**src/rtl/sdram_cmd_ctrl.sv**
```systemverilog
module sdram_cmd_ctrl #(
  parameter int ROW_W   = 11,
  parameter int COL_W   = 8,
  parameter int DATA_W  = 32,
  parameter int CAS_LAT = 3,
  parameter int T_INIT  = 20000,
  parameter int REF_INT = 1560,
  parameter int T_RCD   = 2,
  parameter int T_RP    = 2,
  parameter int T_RFC   = 7,
  parameter int T_WR    = 2
) (
  input  logic                     clk,
  input  logic                     rst_n,
  input  logic                     req,
  output logic                     ready,
  input  logic                     we,
  input  logic [ROW_W+COL_W+1:0]   addr,
  input  logic [DATA_W-1:0]        wdata,
  input  logic [DATA_W/8-1:0]      be,
  output logic                     rd_valid,
  output logic [DATA_W-1:0]        rd_data,
  output logic                     sd_cs_n,
  output logic                     sd_ras_n,
  output logic                     sd_cas_n,
  output logic                     sd_we_n,
  output logic [1:0]               sd_ba,
  output logic [ROW_W-1:0]         sd_addr,
  output logic [DATA_W/8-1:0]      sd_dqm,
  output logic [DATA_W-1:0]        sd_dq_out,
  output logic                     sd_dq_oe,
  input  logic [DATA_W-1:0]        sd_dq_in
);
  localparam int NB  = DATA_W / 8;
  localparam int CW  = $clog2(T_INIT + 64) + 1;
  localparam int RFW = $clog2(REF_INT + 1) + 1;
  localparam logic [ROW_W-1:0] MODE_WORD = ROW_W'(CAS_LAT << 4);
  localparam logic [ROW_W-1:0] ALL_BANKS = ROW_W'(1 << 10);
  // R4 command codes {cs_n,ras_n,cas_n,we_n}
  localparam logic [3:0] C_NOP = 4'b0111, C_ACT = 4'b0011, C_RD = 4'b0101, C_WR = 4'b0100,
                         C_PRE = 4'b0010, C_REF = 4'b0001, C_MRS = 4'b0000;

  typedef enum logic [3:0] {S_WAIT, S_IPRE, S_IREF1, S_IREF2, S_IMRS, S_IDLE, S_RW, S_PRE} st_t;

  st_t                    st, ret;
  logic [CW-1:0]          cnt;
  logic [RFW-1:0]         rcnt;
  logic                   ref_pend, ini;
  logic [3:0]             cmd;
  logic [ROW_W+COL_W+1:0] a_q;
  logic                   we_q;
  logic [DATA_W-1:0]      wd_q;
  logic [NB-1:0]          be_q;
  logic [CAS_LAT:0]       rpipe;

  assign ready = (st == S_IDLE) && !ref_pend;
  assign {sd_cs_n, sd_ras_n, sd_cas_n, sd_we_n} = cmd;

  always_ff @(posedge clk or negedge rst_n) begin
    if (!rst_n) begin
      st <= S_WAIT; ret <= S_IPRE; cnt <= CW'(T_INIT - 2);
      cmd <= C_NOP; sd_ba <= '0; sd_addr <= '0;
      sd_dq_out <= '0; sd_dq_oe <= 1'b0; sd_dqm <= '0; ini <= 1'b0;
      a_q <= '0; we_q <= 1'b0; wd_q <= '0; be_q <= '0;
    end else begin
      cmd <= C_NOP;
      sd_dq_oe <= 1'b0;
      sd_dqm <= '0;
      case (st)
        S_WAIT: if (cnt == '0) st <= ret; else cnt <= cnt - 1'b1;
        S_IPRE: begin
          cmd <= C_PRE; sd_addr <= ALL_BANKS;
          st <= S_WAIT; cnt <= CW'(T_RP - 2); ret <= S_IREF1;
        end
        S_IREF1: begin
          cmd <= C_REF; st <= S_WAIT; cnt <= CW'(T_RFC - 2); ret <= S_IREF2;
        end
        S_IREF2: begin
          cmd <= C_REF; st <= S_WAIT; cnt <= CW'(T_RFC - 2); ret <= S_IMRS;
        end
        S_IMRS: begin
          cmd <= C_MRS; sd_ba <= '0; sd_addr <= MODE_WORD; ini <= 1'b1;
          st <= S_WAIT; cnt <= '0; ret <= S_IDLE;
        end
        S_IDLE: begin
          if (ref_pend) begin
            cmd <= C_REF; st <= S_WAIT; cnt <= CW'(T_RFC - 2); ret <= S_IDLE;
          end else if (req) begin
            a_q <= addr; we_q <= we; wd_q <= wdata; be_q <= be;
            cmd <= C_ACT; sd_ba <= addr[ROW_W+COL_W +: 2]; sd_addr <= addr[COL_W +: ROW_W];
            st <= S_WAIT; cnt <= CW'(T_RCD - 2); ret <= S_RW;
          end
        end
        S_RW: begin
          cmd <= we_q ? C_WR : C_RD;
          sd_ba <= a_q[ROW_W+COL_W +: 2];
          sd_addr <= ROW_W'(a_q[COL_W-1:0]);
          if (we_q) begin
            sd_dq_out <= wd_q; sd_dq_oe <= 1'b1; sd_dqm <= ~be_q;
          end
          st <= S_WAIT; cnt <= CW'(T_WR - 2); ret <= S_PRE;
        end
        S_PRE: begin
          cmd <= C_PRE; sd_ba <= a_q[ROW_W+COL_W +: 2]; sd_addr <= '0;
          st <= S_WAIT; cnt <= CW'(T_RP - 2); ret <= S_IDLE;
        end
        default: st <= S_IDLE;
      endcase
    end
  end

  always_ff @(posedge clk or negedge rst_n) begin
    if (!rst_n) begin
      rcnt <= '0; ref_pend <= 1'b0;
    end else begin
      if (st == S_IDLE && ref_pend) ref_pend <= 1'b0;
      if (ini) begin
        if (rcnt == RFW'(REF_INT - 1)) begin
          rcnt <= '0; ref_pend <= 1'b1;
        end else rcnt <= rcnt + 1'b1;
      end
    end
  end

  always_ff @(posedge clk or negedge rst_n) begin
    if (!rst_n) begin
      rpipe <= '0; rd_valid <= 1'b0; rd_data <= '0;
    end else begin
      rpipe <= {rpipe[CAS_LAT-1:0], (st == S_RW) && !we_q};
      rd_valid <= rpipe[CAS_LAT];
      if (rpipe[CAS_LAT]) rd_data <= sd_dq_in;
    end
  end
endmodule

```
**config.mk**
```make
export PLATFORM = sky130hd
export DESIGN_NAME = sdram_cmd_ctrl
export DESIGN_NICKNAME = d
export VERILOG_FILES = /design/src/rtl/sdram_cmd_ctrl.sv
export SDC_FILE = /design/constraint.sdc
export NUM_CORES = 1
export LEC_CHECK = 0
export CAP_MARGIN = 15
export CORE_MARGIN = 4
export CORE_UTILIZATION = 55
export CTS_BUF_LIST = sky130_fd_sc_hd__clkbuf_2
export DETAILED_ROUTE_END_ITERATION = 6
export DONT_BUFFER_PORTS = 1
export GPL_TIMING_DRIVEN = 0
export PLACE_DENSITY = 0.69
export SLEW_MARGIN = 20
export SYNTH_ARGS = -nofsm -noshare
export SYNTH_HDL_FRONTEND = slang
export SYNTH_SLANG_ARGS = --single-unit
```
**constraint.sdc**
```tcl
create_clock -name clk -period 5.2 [get_ports clk]
set_input_delay 1.04 -clock clk [delete_from_list [all_inputs] [get_ports clk]]
set_output_delay 1.04 -clock clk [all_outputs]
set_load 0.005 [all_outputs]
```
==> metrics.yaml, run 1 <==
run_status: "completed"
die_height_um: 123
finClkSkew_ps: 24.0
yosys_reg_bits: 173
antenna_violating_nets_post_route: 0
fin_nets: 666
post_synth.cell_area_avg_um2: 13.3
fillers: 1037
initialDrtViolationCount: 279
synthXorXnorAreaFrac_pct: 0.841
routed_wire_length_per_instance_um: 21.0
cts_tree: "done"
r2r_setup_slack_ps: 2570
fin_total_pwr_mw: 4.39
combinational_family_with_the_most_area_after_synthesis: "multiplexers"
finalInstanceArea_um2: 7740
core_area_um2: 12800
detailed_routing_iteration_count_for_the_pre_antenna_repair_pass: 5
rsz0062_at_grt: "no"
grt_max_degree: 162
grt_antenna_before_repair: 1
grt.overflow.total: 0
initial_utilization_pct: 56.9
layout_commonest_cell: "sky130_fd_sc_hd__dfrtp_1"
finish.utilization_pct: 60.4
final.setup.tns_ps: 0
seq_area_um2: 4340
timing.final.setup_violations: 0
area_of_the_mapped_netlist_um2: 7290
final_cell_count_no_fill: 755
tritoncts_num_sinks: 173
p_leak_nw: 3.56
num_io_pins: 181
worst_setup_path_start_kind: "flop"
netlist_instances: 547
pwr_density_cell_nw_per_um2: 567
most_frequent_cells_in_the_layout: "sky130_fd_sc_hd__dfrtp_1, sky130_fd_sc_hd__mux2_2, sky130_fd_sc_hd__nand2_1, sky130_fd_sc_hd__nor2_1, sky130_fd_sc_hd__clkbuf_2"
routed-via-count: 4563
timing.max_cap.violations: 0
synth_sequential_area_ratio_pct: 59.6
synthAdderAreaFrac_pct: 1.03
post-dp-hpwl_um: 11600
grt_pass1_wl_um: 24900
critical_path_required_ps: 4160
endpoint_kind: "primary output"
yosys_most_used_dff: "sky130_fd_sc_hd__dfrtp_1"
post_route_cells_drive_above_1_share_pct: 32.6
fmax_ghz: 0.338
gp_congestion: 0.906
cts_buffer_depth: 2
synth-compound-area-share_pct: 8.72
synthMuxAreaShare_pct: 18.6
cts.root.buffer_cell: "sky130_fd_sc_hd__clkbuf_2"
postSynthNetCount: 646
max-slew-margin-rel_pct: 45.4
groute.usage.overall_pct: 21.5
criticalPathCategory: "flop to primary output"
number_of_h_tree_branching_levels: 4
critPathMaxFanout: 5
die_outline_width_um: 123
synth_cell_type_count: 68
final_hold_viol_count: 0
dieArea_um2: 15200
synth_simple_gate_area_share_pct: 9.09
port_buffers: 0
drcViolationCount: 0
final-max-slew-violation-count: 0
peakVddDrop_v: 0.000262
tightestPinTransition_ps: 814
layout_min_cycle_time_ps: 2960
worstPathArrival_ps: 1920
worst_skew_pair.late_latency_ps: 720
synthesis.yosys.warnings: 0
viasPerCell: 6.04
placedInstanceArea_um2: 7510
postRouteWirelength_um: 15800
clk_pin_slew_worst_paths_ps: 250
syn_to_final_growth_pct: 6.19
numCtsBuffers: 17
async_reset_ff_share_pct: 100
grt_pass1_vias: 4728
hold_path.class: "input pin to async pin"
synth_edf_count: 0
placement_rows: 41
placed_cells: 719
min_period_over_period_pct: 56.9
multi_input_comb_area_um2: 2800
critical path: stages, from the launching register on:
cell and delay (ps):
sky130_fd_sc_hd__dfrtp_1 490, sky130_fd_sc_hd__inv_1 120, sky130_fd_sc_hd__ha_1 230, sky130_fd_sc_hd__nand2_1 110, sky130_fd_sc_hd__nor2_1 270
final timing paths:
| path | end | startpoint | depth (start not counted) |
|---|---|---|---|
| setup reg to reg | sd_addr[10]$_DFFE_PN0P_ | st[0]$_DFFE_PN0P_ | 7 |
| max in group asynchronous | a_q[2]$_DFFE_PN0P_ | rst_n | 1 |
| setup / recovery | ready | st[1]$_DFFE_PN0P_ | 4 |
| hold reg to reg | rpipe[3]$_DFF_PN0_ | rpipe[2]$_DFF_PN0_ | 0 |
| hold / removal | cnt[10]$_DFFE_PN1P_ | rst_n | 0 |
| min in group clk | rpipe[3]$_DFF_PN0_ | rpipe[2]$_DFF_PN0_ | 0 |
report_power, final:
group | total, mW | switching, mW | internal, mW
logic | 1.60 | 0.853 | 0.747
registers | 2.19 | 0.359 | 1.83
clock network | 0.607 | 0.470 | 0.137
total | 4.39 | 1.68 | 2.71
state kept, by name, indices dropped and copies added (netlist names), 2 cells and up:
name	cells
a_q	10
sd_addr	11
wd_q	32
cnt	16
sd_ba	2
cmd	3
rcnt	12
st	3
ret	3
be_q	4
rd_data	32
sd_dqm	4
rpipe	4
sd_dq_out	32
Yosys cell counts (all sizes together), types with 6 or more instances:
cell	instances	share of area [%]
nand2	27	1.4
a21oi	11	0.75
inv	8	0.41
nand3	6	0.41
mux2	118	18
o21ai	16	1.1
buf	17	1.1
nor3	9	0.62
nor2	26	1.4
ha	6	1.0
nand4	8	0.69
dfrtp	161	55
clkbuf	10	0.51
nor4	8	0.89
dfstp	12	4.3
a22o	9	1.1
cell type report:
type                            count  share of cell area (%)
Tap cell                          172                    2.78
Multi-Input combinational cell    338                    36.1
Antenna cell                        3                  0.0969
Inverter                            9                   0.436
Sequential cell                   173                    56.1
Clock inverter                     14                    1.44
Timing Repair Buffer                1                   0.355
Buffer                             27                    1.52
Clock buffer                       18                    1.16
metal layers:
layer | wire (um) | track usage (%)
met2 | 7460 | 33.0
met5 | 0 | 0
met4 | 223 | 7.89
met3 | 1840 | 10.6
met1 | 6300 | 26.2
stage by stage:
step                setup WS (ps)  hold slack (ps)
floorplan                    2980              331
global placement             2540              335
detailed placement           2510              335
CTS                          2150             25.5
global route                 2070             12.2
finish                       2240              111
cell families after synthesis:
kind of cell,Yosys count
other,1
flip-flops,173
buffers and inverters,36
adder cells (fa/ha/maj),6
multiplexers,121
AND/OR/NAND/NOR,119
XOR/XNOR,7
AO/OA/AOI/OAI,84
timing repair:
action | in CTS | in global routing
setup buffers | 0 | 0
hold buffers | 1 | 0
setup endpoints to repair | 0 | 0
hold endpoints to repair | 161 | 0
resized for setup | 0 | 0
Note: power is estimated with default switching activity, not from simulation.
==> run 2: changes to the inputs <==
==> constraint.sdc (replaced) <==
create_clock -name clk -period 3.1 [get_ports clk]
set_input_delay 0.62 -clock clk [delete_from_list [all_inputs] [get_ports clk]]
set_output_delay 0.62 -clock clk [all_outputs]
set_load 0.005 [all_outputs]
==> metrics.yaml, run 2 (same netlist as run 1, synthesis figures left out) <==
run_status: "complete, but fails checks"  # was completed
failed_checks: "hold timing"
routed-via-count: 4919  # was 4563
antenna_violating_nets_post_route: 0  # unchanged
endpoint_kind: "flop"  # was primary output
slowest_delay_ps: 730  # was 490 ps
finClkSkew_ps: 31.3  # was 24.0 ps
gp_congestion: 0.906  # unchanged
syn_to_final_growth_pct: 17.0  # was 6.19%
detailed_routing_iteration_count_for_the_pre_antenna_repair_pass: 5  # unchanged
layout_commonest_cell: "sky130_fd_sc_hd__dfrtp_1"  # unchanged
cts_buffer_depth: 2  # unchanged
number_of_h_tree_branching_levels: 4  # unchanged
grt_pass1_wl_um: 26500  # was 24900 um
grt_antenna_before_repair: 1  # unchanged
cpMaxStageDelayCell: "sky130_fd_sc_hd__a211oi_1"  # was sky130_fd_sc_hd__dfrtp_1
fin_total_pwr_mw: 7.44  # was 4.39 mW
final_hold_viol_count: 173  # was 0
routed_wire_length_per_instance_um: 20.1  # was 21.0 um
critical_path_cell_count: 7  # was 4
largestRegisters: "rd_data x32, sd_dq_out x32, wd_q x32"  # unchanged
rsz0062_at_grt: "no"  # unchanged
dp_slack_ps: 507  # was 2510 ps
worst_setup_path_start_kind: "flop"  # unchanged
max-slew-margin-rel_pct: 44.1  # was 45.4%
reg2reg_depth: 7  # unchanged
grt.overflow.total: 0  # unchanged
p_leak_nw: 3.89  # was 3.56 nW
groute.usage.overall_pct: 22.8  # was 21.5%
seq_area_um2: 4340  # unchanged
placed_cells: 719  # unchanged
most_frequent_cells_in_the_layout: "sky130_fd_sc_hd__dfrtp_1, sky130_fd_sc_hd__mux2_2, sky130_fd_sc_hd__dlygate4sd3_1, sky130_fd_sc_hd__nand2_1, sky130_fd_sc_hd__nor2_1"  # was sky130_fd_sc_hd__dfrtp_1, sky130_fd_sc_hd__mux2_2, sky130_fd_sc_hd__nand2_1, sky130_fd_sc_hd__nor2_1, sky130_fd_sc_hd__clkbuf_2
share_seq_of_total_power_pct: 49.5  # was 49.8%
power.internal_mw: 4.62  # was 2.71 mW
min_period_over_period_pct: 85.2
grt_pass1_vias: 5063  # was 4728
clock_power_share_pct: 13.7  # was 13.8%
tritoncts_num_sinks: 173  # unchanged
worst_skew_pair.late_latency_ps: 720  # about the same
viasPerCell: 5.89  # was 6.04
drcViolationCount: 0  # unchanged
num_io_pins: 181  # unchanged
timing.final.setup_violations: 0  # unchanged
pwr_density_cell_nw_per_um2: 871  # was 567 nW/um^2
cts_tree: "done"  # unchanged
layout_min_cycle_time_ps: 2640
multi_input_comb_area_um2: 2800  # unchanged
grt_max_degree: 174  # was 162
post_cts_repair_setup_buffers: 0  # unchanged
final-max-slew-violation-count: 0  # unchanged
core_area_um2: 12800  # unchanged
total_switching_power_mw: 2.82  # was 1.68 mW
placement_rows: 41  # unchanged
fin_nets: 747  # was 666
fillers: 935  # was 1037
worstPathArrival_ps: 3270  # was 1920 ps
finalInstanceArea_um2: 8540  # was 7740 um^2
path_cells: "inv_1 > ha_1 > clkbuf_1 > nor4_1 > a211oi_1 > nand2_1 > o22a_1"  # was inv_1 > ha_1 > nand2_1 > nor2_1
die_outline_width_um: 123  # unchanged
hold_path.class: "input pin to async pin"  # unchanged
peakVddDrop_v: 0.000449  # was 0.000262 V
final.setup.tns_ps: 0  # unchanged
die_height_um: 123  # unchanged
critical_path_required_ps: 3730  # was 4160 ps
finish.utilization_pct: 66.6  # was 60.4%
dieArea_um2: 15200  # unchanged
critical_path.top_delay_family: "compound AO/OA/AOI/OAI gates"  # was flip-flops
hold_slack_ps: -449  # was 111 ps
placedInstanceArea_um2: 7510  # unchanged
cts.root.buffer_cell: "sky130_fd_sc_hd__clkbuf_2"  # unchanged
power_frac_comb_pct: 36.7  # was 36.4%
critPathMaxFanout: 10  # was 5
timing.max_cap.violations: 0  # unchanged
port_buffers: 0  # unchanged
final_cell_count_no_fill: 835  # was 755
criticalPathCategory: "flop to flop"  # was flop to primary output
clk_pin_slew_worst_paths_ps: 260  # was 250 ps
post_cts_hold_buffer_count: 81  # was 1
worstPathBufferInverterCount: 2  # was 1
cts_repair_resize_count: 0  # unchanged
tightestPinTransition_ps: 833  # was 814 ps
fmax_ghz: 0.379
switching_part_of_the_total_power_pct: 38.0  # was 38.3%
setup_slack_ps: 459  # was 2240 ps
postRouteWirelength_um: 16800  # was 15800 um
post_route_cells_drive_above_1_share_pct: 28.4  # was 32.6%
r2r_setup_slack_ps: 460  # was 2570 ps
post-dp-hpwl_um: 11600  # unchanged
numCtsBuffers: 17  # unchanged
initial_utilization_pct: 56.9  # unchanged
initialDrtViolationCount: 342  # was 279
==> run 2: cell types whose count changed in the layout (fill, tap and decap cells not counted) <==
cell                            delta
sky130_fd_sc_hd__diode_2           -1
sky130_fd_sc_hd__dlygate4sd3_1    +82
sky130_fd_sc_hd__buf_16            -1
==> run 2: area by class of cell <==
cell class                      count  area share (%)
Clock inverter                     14            1.30
Inverter                            9           0.396
Clock buffer                       18            1.06
Tap cell                          172            2.52
Multi-Input combinational cell    338            32.8
Timing Repair Buffer               82            9.62
Antenna cell                        2          0.0586
Sequential cell                   173            50.9
Buffer                             27            1.38
==> run 2: routing by layer <==
metal  wire [um]  global-route usage [%]
met5           0                       0
met2        8010                    36.1
met4         239                    7.75
met1        6770                    28.5
met3        1770                    9.19
==> run 2: power by group through the flow <==
stage                     clock [mW]  sequential [mW]  combinational [mW]
after floorplan                    0             3.51                2.11
after global placement             0             3.69                2.51
after detailed placement           0             3.73                2.63
after CTS                       1.06             3.68                2.71
after global routing            1.16             3.80                3.05
final                           1.02             3.69                2.73
==> run 2: worst paths after layout <==
| kind | startpoint | endpoint |
|---|---|---|
| max in group asynchronous | rst_n | ret[0]$_DFFE_PN1P_ |
| setup / recovery | st[0]$_DFFE_PN0P_ | sd_addr[10]$_DFFE_PN0P_ |
| hold / removal | rst_n | rd_valid$_DFF_PN0_ |
| setup reg to reg | st[0]$_DFFE_PN0P_ | sd_addr[10]$_DFFE_PN0P_ |
| hold reg to reg | rpipe[2]$_DFF_PN0_ | rpipe[3]$_DFF_PN0_ |
| min in group clk | addr[19] | sd_ba[0]$_DFFE_PN0P_ |
==> run 2: worst register-to-register path, stage by stage (launching register included) <==
cell and delay, ps:
sky130_fd_sc_hd__dfrtp_1 460, sky130_fd_sc_hd__inv_1 160, sky130_fd_sc_hd__ha_1 290, sky130_fd_sc_hd__clkbuf_1 360, sky130_fd_sc_hd__nor4_1 160, sky130_fd_sc_hd__a211oi_1 730
sky130_fd_sc_hd__nand2_1 200, sky130_fd_sc_hd__o22a_1 210
==> run 3: changes to the inputs <==
--- a/config.mk
+++ b/config.mk
@@ -11,7 +11,6 @@
 export CTS_BUF_LIST = sky130_fd_sc_hd__clkbuf_2
 export DETAILED_ROUTE_END_ITERATION = 6
 export DONT_BUFFER_PORTS = 1
-export GPL_TIMING_DRIVEN = 0
 export PLACE_DENSITY = 0.69
 export SLEW_MARGIN = 20
 export SYNTH_ARGS = -nofsm -noshare
==> constraint.sdc (replaced) <==
create_clock -name clk -period 3.1 [get_ports clk]
set_input_delay 0.93 -clock clk [delete_from_list [all_inputs] [get_ports clk]]
set_output_delay 0.93 -clock clk [all_outputs]
set_load 0.005 [all_outputs]
==> metrics.yaml, run 3 (same netlist as run 1, synthesis figures left out) <==
worstPathArrival_ps: 1920  # was 3270 ps
groute.usage.overall_pct: 20.5  # was 22.8%
peakVddDrop_v: 0.000503  # was 0.000449 V
post-dp-hpwl_um: 10600  # was 11600 um
multi_input_comb_area_um2: 2810  # was 2800 um^2
rsz0062_at_grt: "no"  # unchanged
critical_path.top_delay_family: "flip-flops"  # was compound AO/OA/AOI/OAI gates
antenna_violating_nets_post_route: 0  # unchanged
endpoint_kind: "primary output"  # was flop
min_period_over_period_pct: 91.9  # was 85.2%
seq_area_um2: 4350  # was 4340 um^2
timing.final.setup_violations: 0  # unchanged
port_buffers: 0  # unchanged
worst_skew_pair.late_latency_ps: 750  # was 720 ps
num_io_pins: 181  # unchanged
finish.utilization_pct: 60.1  # was 66.6%
hold_slack_ps: -162  # was -449 ps
gp_congestion: 0.853  # was 0.906
viasPerCell: 6.13  # was 5.89
failed_checks: "hold timing"  # unchanged
fillers: 1035  # was 935
cts_tree: "done"  # unchanged
timing.max_cap.violations: 0  # unchanged
numCtsBuffers: 17  # unchanged
number_of_h_tree_branching_levels: 4  # unchanged
die_outline_width_um: 123  # unchanged
drcViolationCount: 0  # unchanged
worstPathBufferInverterCount: 1  # was 2
slowest_delay_ps: 490  # was 730 ps
die_height_um: 123  # unchanged
core_area_um2: 12800  # unchanged
grt_max_degree: 174  # unchanged
pwr_density_cell_nw_per_um2: 968  # was 871 nW/um^2
max-slew-margin-rel_pct: 52.8  # was 44.1%
p_leak_nw: 3.53  # was 3.89 nW
run_status: "complete, but fails checks"  # unchanged
critPathMaxFanout: 7  # was 10
grt_antenna_before_repair: 1  # unchanged
worst_flop_to_flop_path_startpoint: "st[1]$_DFFE_PN0P_"  # was st[0]$_DFFE_PN0P_
layout_commonest_cell: "sky130_fd_sc_hd__dfrtp_1"  # unchanged
critical_path_required_ps: 2170  # was 3730 ps
path_cells: "inv_1 > ha_2 > nand2_1 > nor2_2"  # was inv_1 > ha_1 > clkbuf_1 > nor4_1 > a211oi_1 > nand2_1 > o22a_1
cpMaxStageDelayCell: "sky130_fd_sc_hd__dfrtp_1"  # was sky130_fd_sc_hd__a211oi_1
tritoncts_num_sinks: 173  # unchanged
final.setup.tns_ps: 0  # unchanged
hold_path.class: "input pin to async pin"  # unchanged
final-max-slew-violation-count: 0  # unchanged
reg2reg_depth: 7  # unchanged
worst_setup_path_start_kind: "flop"  # unchanged
cts_buffer_depth: 2  # unchanged
detailed_routing_iteration_count_for_the_pre_antenna_repair_pass: 4  # was 5
tightestPinTransition_ps: 703  # was 833 ps
layout_min_cycle_time_ps: 2850  # was 2640 ps
fmax_ghz: 0.351  # was 0.379 GHz
grt_pass1_vias: 4588  # was 5063
initialDrtViolationCount: 335  # was 342
finClkSkew_ps: 28.8  # was 31.3 ps
placedInstanceArea_um2: 7460  # was 7510 um^2
initial_utilization_pct: 56.9  # unchanged
syn_to_final_growth_pct: 5.73  # was 17.0%
most_frequent_cells_in_the_layout: "sky130_fd_sc_hd__dfrtp_1, sky130_fd_sc_hd__mux2_2, sky130_fd_sc_hd__nand2_1, sky130_fd_sc_hd__nor2_1, sky130_fd_sc_hd__clkbuf_2"  # was sky130_fd_sc_hd__dfrtp_1, sky130_fd_sc_hd__mux2_2, sky130_fd_sc_hd__dlygate4sd3_1, sky130_fd_sc_hd__nand2_1, sky130_fd_sc_hd__nor2_1
postRouteWirelength_um: 15100  # was 16800 um
dieArea_um2: 15200  # unchanged
grt_pass1_wl_um: 23700  # was 26500 um
largestRegisters: "rd_data x32, sd_dq_out x32, wd_q x32"  # unchanged
post_cts_repair_setup_buffers: 0  # unchanged
finalInstanceArea_um2: 7710  # was 8540 um^2
post_route_cells_drive_above_1_share_pct: 33.9  # was 28.4%
routed-via-count: 4477  # was 4919
fin_nets: 644  # was 747
final_hold_viol_count: 161  # was 173
clk_pin_slew_worst_paths_ps: 260  # about the same
cts.root.buffer_cell: "sky130_fd_sc_hd__clkbuf_2"  # unchanged
critical_path.reg2reg.endpoint: "cnt[14]$_DFFE_PN1P_"  # was sd_addr[10]$_DFFE_PN0P_
criticalPathCategory: "flop to primary output"  # was flop to flop
grt.overflow.total: 0  # unchanged
routed_wire_length_per_instance_um: 20.6  # was 20.1 um
placement_rows: 41  # unchanged
r2r_setup_slack_ps: 610  # was 460 ps
-- run 3: cell types whose count changed in the layout (fill, tap and decap cells not counted), sizes merged, moves of 2 or more --
cell         before  now
buf              17    6
bufinv            0    2
clkbuf           28   18
clkinv            8    3
dlygate4sd3      82    0
inv              13   15
-- run 3: worst max path at each step --
stage | from | endpoint | slack (ps) | cells past startpoint
floorplan | req | wd_q[20]$_DFFE_PN0P_ | 990 | 5
global placement | st[1]$_DFFE_PN0P_ | cnt[14]$_DFFE_PN1P_ | 730 | 7
detailed placement | st[1]$_DFFE_PN0P_ | cnt[14]$_DFFE_PN1P_ | 580 | 7
CTS | st[1]$_DFFE_PN0P_ | ready | 2 | 4
global route | st[1]$_DFFE_PN0P_ | ready | 30 | 4
finish | st[1]$_DFFE_PN0P_ | ready | 250 | 4
-- run 3: area by class of cell --
class	instances	share of cell area, %
multi-input combinational	338	36.4
sequential	173	56.4
tap	172	2.79
inverter	9	0.438
clock inverter	13	2.01
clock buffer	18	1.17
timing repair buffer	6	0.746
antenna	1	0.0325
-- run 3: worst reg2reg max path: cells and delay by family, from the launching register on --
family | cells | cell delay, ps
buffers and inverters | 2 | 290
flip-flops | 1 | 480
AND/OR/NAND/NOR | 3 | 1330
AO/OA/AOI/OAI | 1 | 130
adder cells (fa/ha/maj) | 1 | 220
-- run 3: routing by layer --
| metal | vias up | track usage [%] | part of all wire, % |
|---|---|---|---|
| li1 | 2015 | - | - |
| met1 | 2227 | 25.1 | 39 |
| met2 | 213 | 31.1 | 47 |
| met3 | 22 | 10.2 | 12 |
| met4 | 0 | 7.75 | 1.8 |
| met5 | - | 0 | 0 |
-- run 3: where the power goes --
| group | switching (mW) | internal, mW | total [mW] |
|---|---|---|---|
| logic | 1.30 | 1.26 | 2.56 |
| registers | 0.638 | 3.07 | 3.71 |
| clock network | 0.800 | 0.394 | 1.19 |
| total | 2.74 | 4.72 | 7.46 |
-- run 3: what timing repair did --
action	4_1_cts	5_1_grt
setup endpoints to repair	0	1
gates resized for setup	0	3
endpoints found under the hold margin	173	173
-- run 3: metrics by stage --
step | power (mW) | hold slack, ps | worst slack, ps | cells
after global routing | 8.02 | -281 | 28.4 | 730
final | 7.46 | -162 | 251 | 730
after floorplan | 5.62 | 331 | 988 | 547
after detailed placement | 6.33 | 335 | 582 | 698
after global placement | 6.20 | 335 | 730 | 698
after CTS | 7.53 | -246 | 2.00 | 729
